$ cat src/rtl/boot_pkg.sv
// Shared constants and state type for the start-up fetch sequencer.
// Assumes a byte-addressed 24-bit space with the boot block at its top.
package boot_pkg;
    localparam int ADDR_W = 24;
    localparam int DATA_W = 8;
    localparam int PIN_W  = 3;
    localparam int VEC_BYTES = 3;
    localparam logic [ADDR_W-1:0] CFG_ADDR = 24'hFFFFDF;
    localparam logic [ADDR_W-1:0] VEC_BASE = 24'hFFFFDC;

    typedef enum logic [2:0] {
        ST_IDLE, ST_CFG, ST_V0, ST_V1, ST_V2, ST_RUN
    } boot_st_e;
endpackage

$ cat src/rtl/boot_fsm.sv
// Fetch sequencer: latches the source pins on release, issues four
// handshaked byte reads (config byte then vector low-to-high), and
// flags the end of the sequence. Assumes rd_ack only while rd_req.
module boot_fsm
    import boot_pkg::*;
#(
    parameter logic [PIN_W-1:0] INT_CODE = 3'b011
) (
    input  logic              clk,
    input  logic              rst_n,
    input  logic [PIN_W-1:0]  mode_pins,
    input  logic              rd_ack,
    output logic              rd_req,
    output logic [ADDR_W-1:0] rd_addr,
    output logic              rd_ext,
    output logic              cfg_take,
    output logic [VEC_BYTES-1:0] vec_take,
    output logic              vec_done,
    output logic              start_pulse,
    output logic              running
);
    boot_st_e state;
    logic     ext_q;

    // State advance: one step per acknowledged read.
    always_ff @(posedge clk) begin
        if (!rst_n) begin
            state <= ST_IDLE;
            ext_q <= 1'b0;
        end else begin
            case (state)
                ST_IDLE: begin
                    ext_q <= (mode_pins != INT_CODE);
                    state <= ST_CFG;
                end
                ST_CFG:  if (rd_ack) state <= ST_V0;
                ST_V0:   if (rd_ack) state <= ST_V1;
                ST_V1:   if (rd_ack) state <= ST_V2;
                ST_V2:   if (rd_ack) state <= ST_RUN;
                default: state <= ST_RUN;
            endcase
        end
    end

    // Start strobe and sticky run flag.
    always_ff @(posedge clk) begin
        if (!rst_n) begin
            start_pulse <= 1'b0;
            running     <= 1'b0;
        end else begin
            start_pulse <= vec_done;
            if (vec_done) running <= 1'b1;
        end
    end

    // Address and strobe decode from the current state.
    always_comb begin
        rd_req   = 1'b0;
        rd_addr  = '0;
        cfg_take = 1'b0;
        vec_take = '0;
        case (state)
            ST_CFG: begin
                rd_req = 1'b1; rd_addr = CFG_ADDR; cfg_take = rd_ack;
            end
            ST_V0: begin
                rd_req = 1'b1; rd_addr = VEC_BASE; vec_take[0] = rd_ack;
            end
            ST_V1: begin
                rd_req = 1'b1; rd_addr = VEC_BASE + 24'd1; vec_take[1] = rd_ack;
            end
            ST_V2: begin
                rd_req = 1'b1; rd_addr = VEC_BASE + 24'd2; vec_take[2] = rd_ack;
            end
            default: ;
        endcase
        rd_ext   = rd_req & ext_q;
        vec_done = vec_take[VEC_BYTES-1];
    end

    assert_hold_req_R4: assert property (@(posedge clk) disable iff (!rst_n)
        rd_req && !rd_ack |=> rd_req && $stable(rd_addr) && $stable(rd_ext));
    assert_cfg_then_vec_R1: assert property (@(posedge clk) disable iff (!rst_n)
        cfg_take |=> rd_req && rd_addr == VEC_BASE);
    assert_src_fixed_R3: assert property (@(posedge clk) disable iff (!rst_n)
        rd_req && $past(rd_req) |-> $stable(rd_ext));
    assert_start_once_R7: assert property (@(posedge clk) disable iff (!rst_n)
        start_pulse |=> !start_pulse && running);
    assert_run_sticky_R7: assert property (@(posedge clk) disable iff (!rst_n)
        running |=> running && !rd_req);
endmodule

$ cat src/rtl/boot_vec_regs.sv
// Collects the three vector bytes and loads the program counter and
// bank register together when the last byte arrives.
module boot_vec_regs
    import boot_pkg::*;
(
    input  logic                 clk,
    input  logic                 rst_n,
    input  logic [DATA_W-1:0]    rd_data,
    input  logic [VEC_BYTES-1:0] vec_take,
    output logic [2*DATA_W-1:0]  pc,
    output logic [DATA_W-1:0]    pcb
);
    localparam int LOW_BYTES = VEC_BYTES - 1;
    logic [DATA_W-1:0] low_q [LOW_BYTES];

    for (genvar i = 0; i < LOW_BYTES; i++) begin : g_low
        // Holding register for one lower vector byte.
        always_ff @(posedge clk) begin
            if (!rst_n)           low_q[i] <= '0;
            else if (vec_take[i]) low_q[i] <= rd_data;
        end
    end

    // Final load: bank from the top byte, counter from the held bytes.
    always_ff @(posedge clk) begin
        if (!rst_n) begin
            pc  <= '0;
            pcb <= '0;
        end else if (vec_take[VEC_BYTES-1]) begin
            pcb <= rd_data;
            pc  <= {low_q[1], low_q[0]};
        end
    end

    assert_pc_only_at_end_R5: assert property (@(posedge clk) disable iff (!rst_n)
        !vec_take[VEC_BYTES-1] |=> $stable(pc) && $stable(pcb));
endmodule

$ cat src/rtl/boot_mode_reg.sv
// Configuration byte: staged on its read, made effective when the
// vector is complete. No store path exists; the store port is only
// watched so the lock can be checked.
module boot_mode_reg
    import boot_pkg::*;
(
    input  logic              clk,
    input  logic              rst_n,
    input  logic [DATA_W-1:0] rd_data,
    input  logic              cfg_take,
    input  logic              vec_done,
    input  logic              sw_wr_en,
    input  logic [ADDR_W-1:0] sw_wr_addr,
    input  logic [DATA_W-1:0] sw_wr_data,
    output logic [1:0]        bus_mode,
    output logic              wide_bus
);
    logic [DATA_W-1:0] stage_q;
    logic [DATA_W-1:0] eff_q;
    logic              sw_hit;

    // Staging register, loaded by the configuration read only.
    always_ff @(posedge clk) begin
        if (!rst_n)        stage_q <= '0;
        else if (cfg_take) stage_q <= rd_data;
    end

    // Effective register, loaded once the vector fetch completes.
    always_ff @(posedge clk) begin
        if (!rst_n)        eff_q <= '0;
        else if (vec_done) eff_q <= stage_q;
    end

    assign bus_mode = eff_q[7:6];
    assign wide_bus = eff_q[2];
    assign sw_hit   = sw_wr_en && (sw_wr_addr == CFG_ADDR) && (sw_wr_data != eff_q);

    assert_sw_locked_R8: assert property (@(posedge clk) disable iff (!rst_n)
        sw_hit && !vec_done |=> $stable(eff_q));
    assert_eff_at_end_R6: assert property (@(posedge clk) disable iff (!rst_n)
        !vec_done |=> $stable(bus_mode) && $stable(wide_bus));
endmodule

$ cat src/rtl/boot_fetch_seq.sv
// Top: reset-release fetch of configuration byte and start vector.
// Assumes a synchronous active-low reset and one outstanding read.
module boot_fetch_seq
    import boot_pkg::*;
#(
    parameter logic [PIN_W-1:0] INT_CODE = 3'b011
) (
    input  logic              clk,
    input  logic              rst_n,
    input  logic [PIN_W-1:0]  mode_pins,
    input  logic              rd_ack,
    input  logic [DATA_W-1:0] rd_data,
    output logic              rd_req,
    output logic [ADDR_W-1:0] rd_addr,
    output logic              rd_ext,
    input  logic              sw_wr_en,
    input  logic [ADDR_W-1:0] sw_wr_addr,
    input  logic [DATA_W-1:0] sw_wr_data,
    output logic [15:0]       pc,
    output logic [7:0]        pcb,
    output logic [1:0]        bus_mode,
    output logic              wide_bus,
    output logic              start_pulse,
    output logic              running
);
    logic                 cfg_take;
    logic [VEC_BYTES-1:0] vec_take;
    logic                 vec_done;

    boot_fsm #(.INT_CODE(INT_CODE)) u_fsm (
        .clk(clk), .rst_n(rst_n), .mode_pins(mode_pins), .rd_ack(rd_ack),
        .rd_req(rd_req), .rd_addr(rd_addr), .rd_ext(rd_ext),
        .cfg_take(cfg_take), .vec_take(vec_take), .vec_done(vec_done),
        .start_pulse(start_pulse), .running(running)
    );

    boot_vec_regs u_vec (
        .clk(clk), .rst_n(rst_n), .rd_data(rd_data), .vec_take(vec_take),
        .pc(pc), .pcb(pcb)
    );

    boot_mode_reg u_mode (
        .clk(clk), .rst_n(rst_n), .rd_data(rd_data), .cfg_take(cfg_take),
        .vec_done(vec_done), .sw_wr_en(sw_wr_en), .sw_wr_addr(sw_wr_addr),
        .sw_wr_data(sw_wr_data), .bus_mode(bus_mode), .wide_bus(wide_bus)
    );

    assert_start_with_run_R7: assert property (@(posedge clk) disable iff (!rst_n)
        start_pulse |-> running);
    assert_idle_after_reset_R9: assert property (@(posedge clk)
        !rst_n |=> !rd_req && !running && !start_pulse && pc == 16'h0);
endmodule

$ cat config.mk
export PLATFORM = sky130hd
export DESIGN_NAME = boot_fetch_seq
export DESIGN_NICKNAME = d
export VERILOG_FILES = /design/src/rtl/boot_pkg.sv /design/src/rtl/boot_fsm.sv /design/src/rtl/boot_vec_regs.sv /design/src/rtl/boot_mode_reg.sv /design/src/rtl/boot_fetch_seq.sv
export SDC_FILE = /design/constraint.sdc
export NUM_CORES = 1
export LEC_CHECK = 0
export ABC_AREA = 1
export BUFFER_PORTS_ARGS = -buffer_cell sky130_fd_sc_hd__buf_2
export CORE_UTILIZATION = 52
export CTS_BUF_LIST = sky130_fd_sc_hd__clkbuf_8
export DETAILED_ROUTE_END_ITERATION = 10
export PLACE_DENSITY = 0.92
export SKIP_LAST_GASP = 1
export SLEW_MARGIN = 20
export SYNTH_ARGS = -nofsm -noshare
export SYNTH_HDL_FRONTEND = slang
export SYNTH_SLANG_ARGS = --single-unit
$ cat constraint.sdc
create_clock -name clk -period 3.55 [get_ports clk]
set_input_delay 0.5325 -clock clk [delete_from_list [all_inputs] [get_ports clk]]
set_output_delay 0.5325 -clock clk [all_outputs]
set_load 0.05 [all_outputs]
==> impl_results.rst <==
.. list-table::
   :header-rows: 1

   * - Metric
     - Value
   * - Number of buffer cells added on primary ports
     - 67
   * - Hold violation total from the final report
     - 0
   * - Power density cells
     - between 500 and 600 nW/um^2
   * - Wire length on met1
     - approximately 2000 um
   * - Flop and latch count out of synthesis
     - 52
   * - Post-CTS setup buffer count
     - 0
   * - Clock Skews
     - 0.00851 ns
   * - Synth unique cells
     - 21
   * - Detailed placement HPWL
     - around 3000 um
   * - Post-route design area
     - 2480 sq um
   * - Final Routed Wirelength
     - 4550 um
   * - Transition time of the tightest slew-check pin
     - 0.881 ns
   * - Fin cells
     - 338
   * - Number of clock buffers inserted by TritonCTS
     - 5
   * - Number of global-route vias before repair
     - 1636
   * - Number of antenna violations at the first check in global routing
     - 0
   * - Post-synthesis net count
     - around 300
   * - Launching element type of the critical path
     - flip-flop
   * - Number of clock sinks
     - 52
   * - Kind of critical path
     - reg -> out
   * - Weighted congestion reported at the end of routability-driven placement
     - 0.826
   * - Instance count of the mapped netlist
     - about 250
   * - Violation count after the first detailed-route iteration
     - 183
   * - DRC viols
     - 0
   * - Layout-stage area growth over the synthesis result
     - 12.9%
   * - Worst Hold Class
     - reg -> reg
   * - I/O Pins
     - around 100
   * - Setup_tns
     - 0 ns
   * - Final-report setup violation count
     - 0
   * - Proportion of synthesized chip area in sequential cells
     - 54.6%
   * - Met2 Wirelength
     - ~2300 um
   * - Reported max-cap violation count
     - 0
   * - Nature of the critical path endpoint
     - output pin
   * - Setup repair after global routing missed its margin
     - false
   * - Die Outline Area
     - around 4500 sq um
   * - Leftover overflow at the end of global routing
     - 0
   * - Max Fanout on Critical Path
     - 31
   * - Antenna diode count
     - 0
   * - GRT Resource Usage Total
     - 22.0%
   * - Leakage power total
     - about 0.0011 uW
   * - Core region area
     - approximately 4000 sq um
   * - Count of placed standard cells including taps
     - 330
   * - Number of buffers on the longest clock path
     - 2
   * - Vias per inst
     - 5.27
   * - Share of cells above drive strength 1
     - 28.8%
   * - Clock tree from TritonCTS
     - done
   * - Source-to-sink clock delay at the later pin of the worst-skew pair
     - 0.31 ns
   * - Root buffer cell
     - sky130_fd_sc_hd__clkbuf_8
   * - Post-layout net count
     - 334
   * - Die boundary width
     - 67.0 um
   * - Resized cells post-CTS
     - 0
   * - Max Slew Vio Count
     - 0
   * - Final ANT Viol Nets
     - 0
   * - Number of warning messages in the yosys log
     - 0
   * - Worst voltage drop across the vdd grid
     - 0.191 mV
   * - Quantity of hold-fixing buffers added after cts
     - 0
   * - Arrival time of data at the critical path endpoint
     - 2.13 ns
   * - First-pass GRT wire length
     - between 7000 and 8000 um
   * - Total placed instance area
     - 2370 sq um
   * - CTS H-tree lvls
     - 2
   * - Part of the cycle the worst path needs
     - 75.0%
   * - Height of the chip
     - between 60 and 70 um
   * - Effective utilization at floorplan
     - a little over half
   * - Result of the run
     - completed
   * - Top Layer Used
     - met4
   * - Met3 wire length
     - about 190 um
   * - Largest net degree at the start of global routing
     - 33
   * - Via count
     - around 1800
   * - Mapped Area
     - 2200 sq um
   * - Clock slew seen by the registers of the worst setup and hold paths
     - around 0.09 ns
   * - Total iterations of the first detailed-routing run
     - 5
   * - Post-synthesis average cell area
     - 8.87 sq um
   * - Most used cells in the layout excluding fill and tap cells
     - sky130_fd_sc_hd__buf_2 (67), sky130_fd_sc_hd__nand2_1 (41), sky130_fd_sc_hd__dfxtp_1 (36)
   * - Max transition margin
     - around two fifths
   * - Top achievable clock speed
     - 376 MHz
   * - Required time of the worst setup path
     - between 3 and 4 ns
   * - Post-layout min period
     - 2.66 ns
   * - Post-DR wirelength/cell
     - 13.5 um
   * - Number of standard-cell rows in the floorplan
     - 23
   * - Commonest non-fill, non-tap cell in the layout
     - sky130_fd_sc_hd__buf_2
## cells by family after synthesis
logic type | Yosys count | synth area share (%)
buffers and inverters | 53 | 14.1
and+or+nand+nor | 108 | 23.4
DFF | 52 | 54.6
AOI/OAI and AO/OA | 34 | 7.74
other | 1 | 0.170
## synth_stat cells
master | count | area [sq um]
sky130_fd_sc_hd__clkbuf_1 | 5 | 18.8
sky130_fd_sc_hd__o21ai_1 | 1 | 5.00
sky130_fd_sc_hd__nor2_1 | 27 | 101
sky130_fd_sc_hd__inv_1 | 13 | 48.8
sky130_fd_sc_hd__inv_2 | 1 | 3.75
sky130_fd_sc_hd__edfxtp_1 | 16 | 480
sky130_fd_sc_hd__a21oi_1 | 31 | 155
sky130_fd_sc_hd__buf_6 | 1 | 11.3
sky130_fd_sc_hd__nor2_4 | 1 | 11.3
sky130_fd_sc_hd__nand4_1 | 30 | 188
sky130_fd_sc_hd__o21ai_0 | 2 | 10.0
sky130_fd_sc_hd__nor3_1 | 1 | 5.00
sky130_fd_sc_hd__buf_2 | 8 | 40.0
sky130_fd_sc_hd__nand2_1 | 41 | 154
sky130_fd_sc_hd__nand3_1 | 5 | 25.0
sky130_fd_sc_hd__buf_4 | 25 | 188
sky130_fd_sc_hd__nand4_2 | 1 | 12.5
sky130_fd_sc_hd__dfxtp_1 | 36 | 721
sky130_fd_sc_hd__conb_1 | 1 | 3.75
sky130_fd_sc_hd__nand3b_1 | 1 | 7.51
sky130_fd_sc_hd__nor3_2 | 1 | 10.0
## flip-flops by register name, indices dropped and copies added, names as in the netlist
signal             flops
u_mode.eff_q           3
u_vec.low_q           16
u_fsm.start_pulse      1
u_fsm.ext_q            1
u_vec.pc              16
u_vec.pcb              8
u_mode.stage_q         3
u_fsm.running          1
u_fsm.state            3
## critical path, cell delays in order (launching register included)
cell and delay [ns]:
sky130_fd_sc_hd__dfxtp_1 0.38, sky130_fd_sc_hd__nor2_2 0.13, sky130_fd_sc_hd__buf_4 0.31, sky130_fd_sc_hd__nand2_1 0.12, sky130_fd_sc_hd__nand3_1 0.47, sky130_fd_sc_hd__nand2_1 0.09
sky130_fd_sc_hd__inv_1 0.07, sky130_fd_sc_hd__buf_2 0.25
## stage by stage
stage	total power [uW]	util, %	setup slack (ns)	hold WS, ns
5_1_grt	1420	61.6	0.571	0.476
4_1_cts	1360	61.5	0.880	0.463
2_1_floorplan	968	-	0.977	0.452
3_3_place_gp	971	58.9	1.17	0.437
3_5_place_dp	977	58.9	1.06	0.438
6_report	1360	61.6	0.889	0.463
## final timing paths
check / slack [ns] / start / end / cells after the start
min: 0.46 / u_vec.pc[5]$_SDFFE_PN0P_ / u_vec.pc[5]$_SDFFE_PN0P_ / 2
max: 0.89 / u_fsm.state[0]$_SDFFE_PN0P_ / rd_ext / 7
max reg2reg: 1.74 / u_fsm.state[1]$_SDFFE_PN0P_ / u_vec.low_q[1][1]$_SDFFCE_PN0P_ / 3
min reg2reg: 0.46 / u_vec.pc[5]$_SDFFE_PN0P_ / u_vec.pc[5]$_SDFFE_PN0P_ / 2
## metal layers
metal | global-route usage (%) | vias to the layer above
li1 | - | 889
met1 | 26.5 | 833
met2 | 37.1 | 52
met3 | 4.62 | 6
met4 | 10.1 | 0
met5 | 0 | -
## power breakdown
| group | internal (uW) | total [uW] | switching (uW) | leakage, uW |
|---|---|---|---|---|
| sequential | 629 | 639 | 10.3 | 0.000457 |
| clock | 206 | 396 | 190 | 0.0000532 |
| combinational | 56.2 | 324 | 268 | 0.000593 |
## cell type report
type / instances / area (sq um)
repair buffers: 71 / 365
clock inverters: 3 / 37.5
multi-input cells: 143 / 696
well taps: 50 / 62.6
fillers: 367 / 1550
inverters: 14 / 52.6
clock buffers: 5 / 68.8
flip-flops and latches: 52 / 1200
No activity file was read; power rests on OpenSTA's default activity.
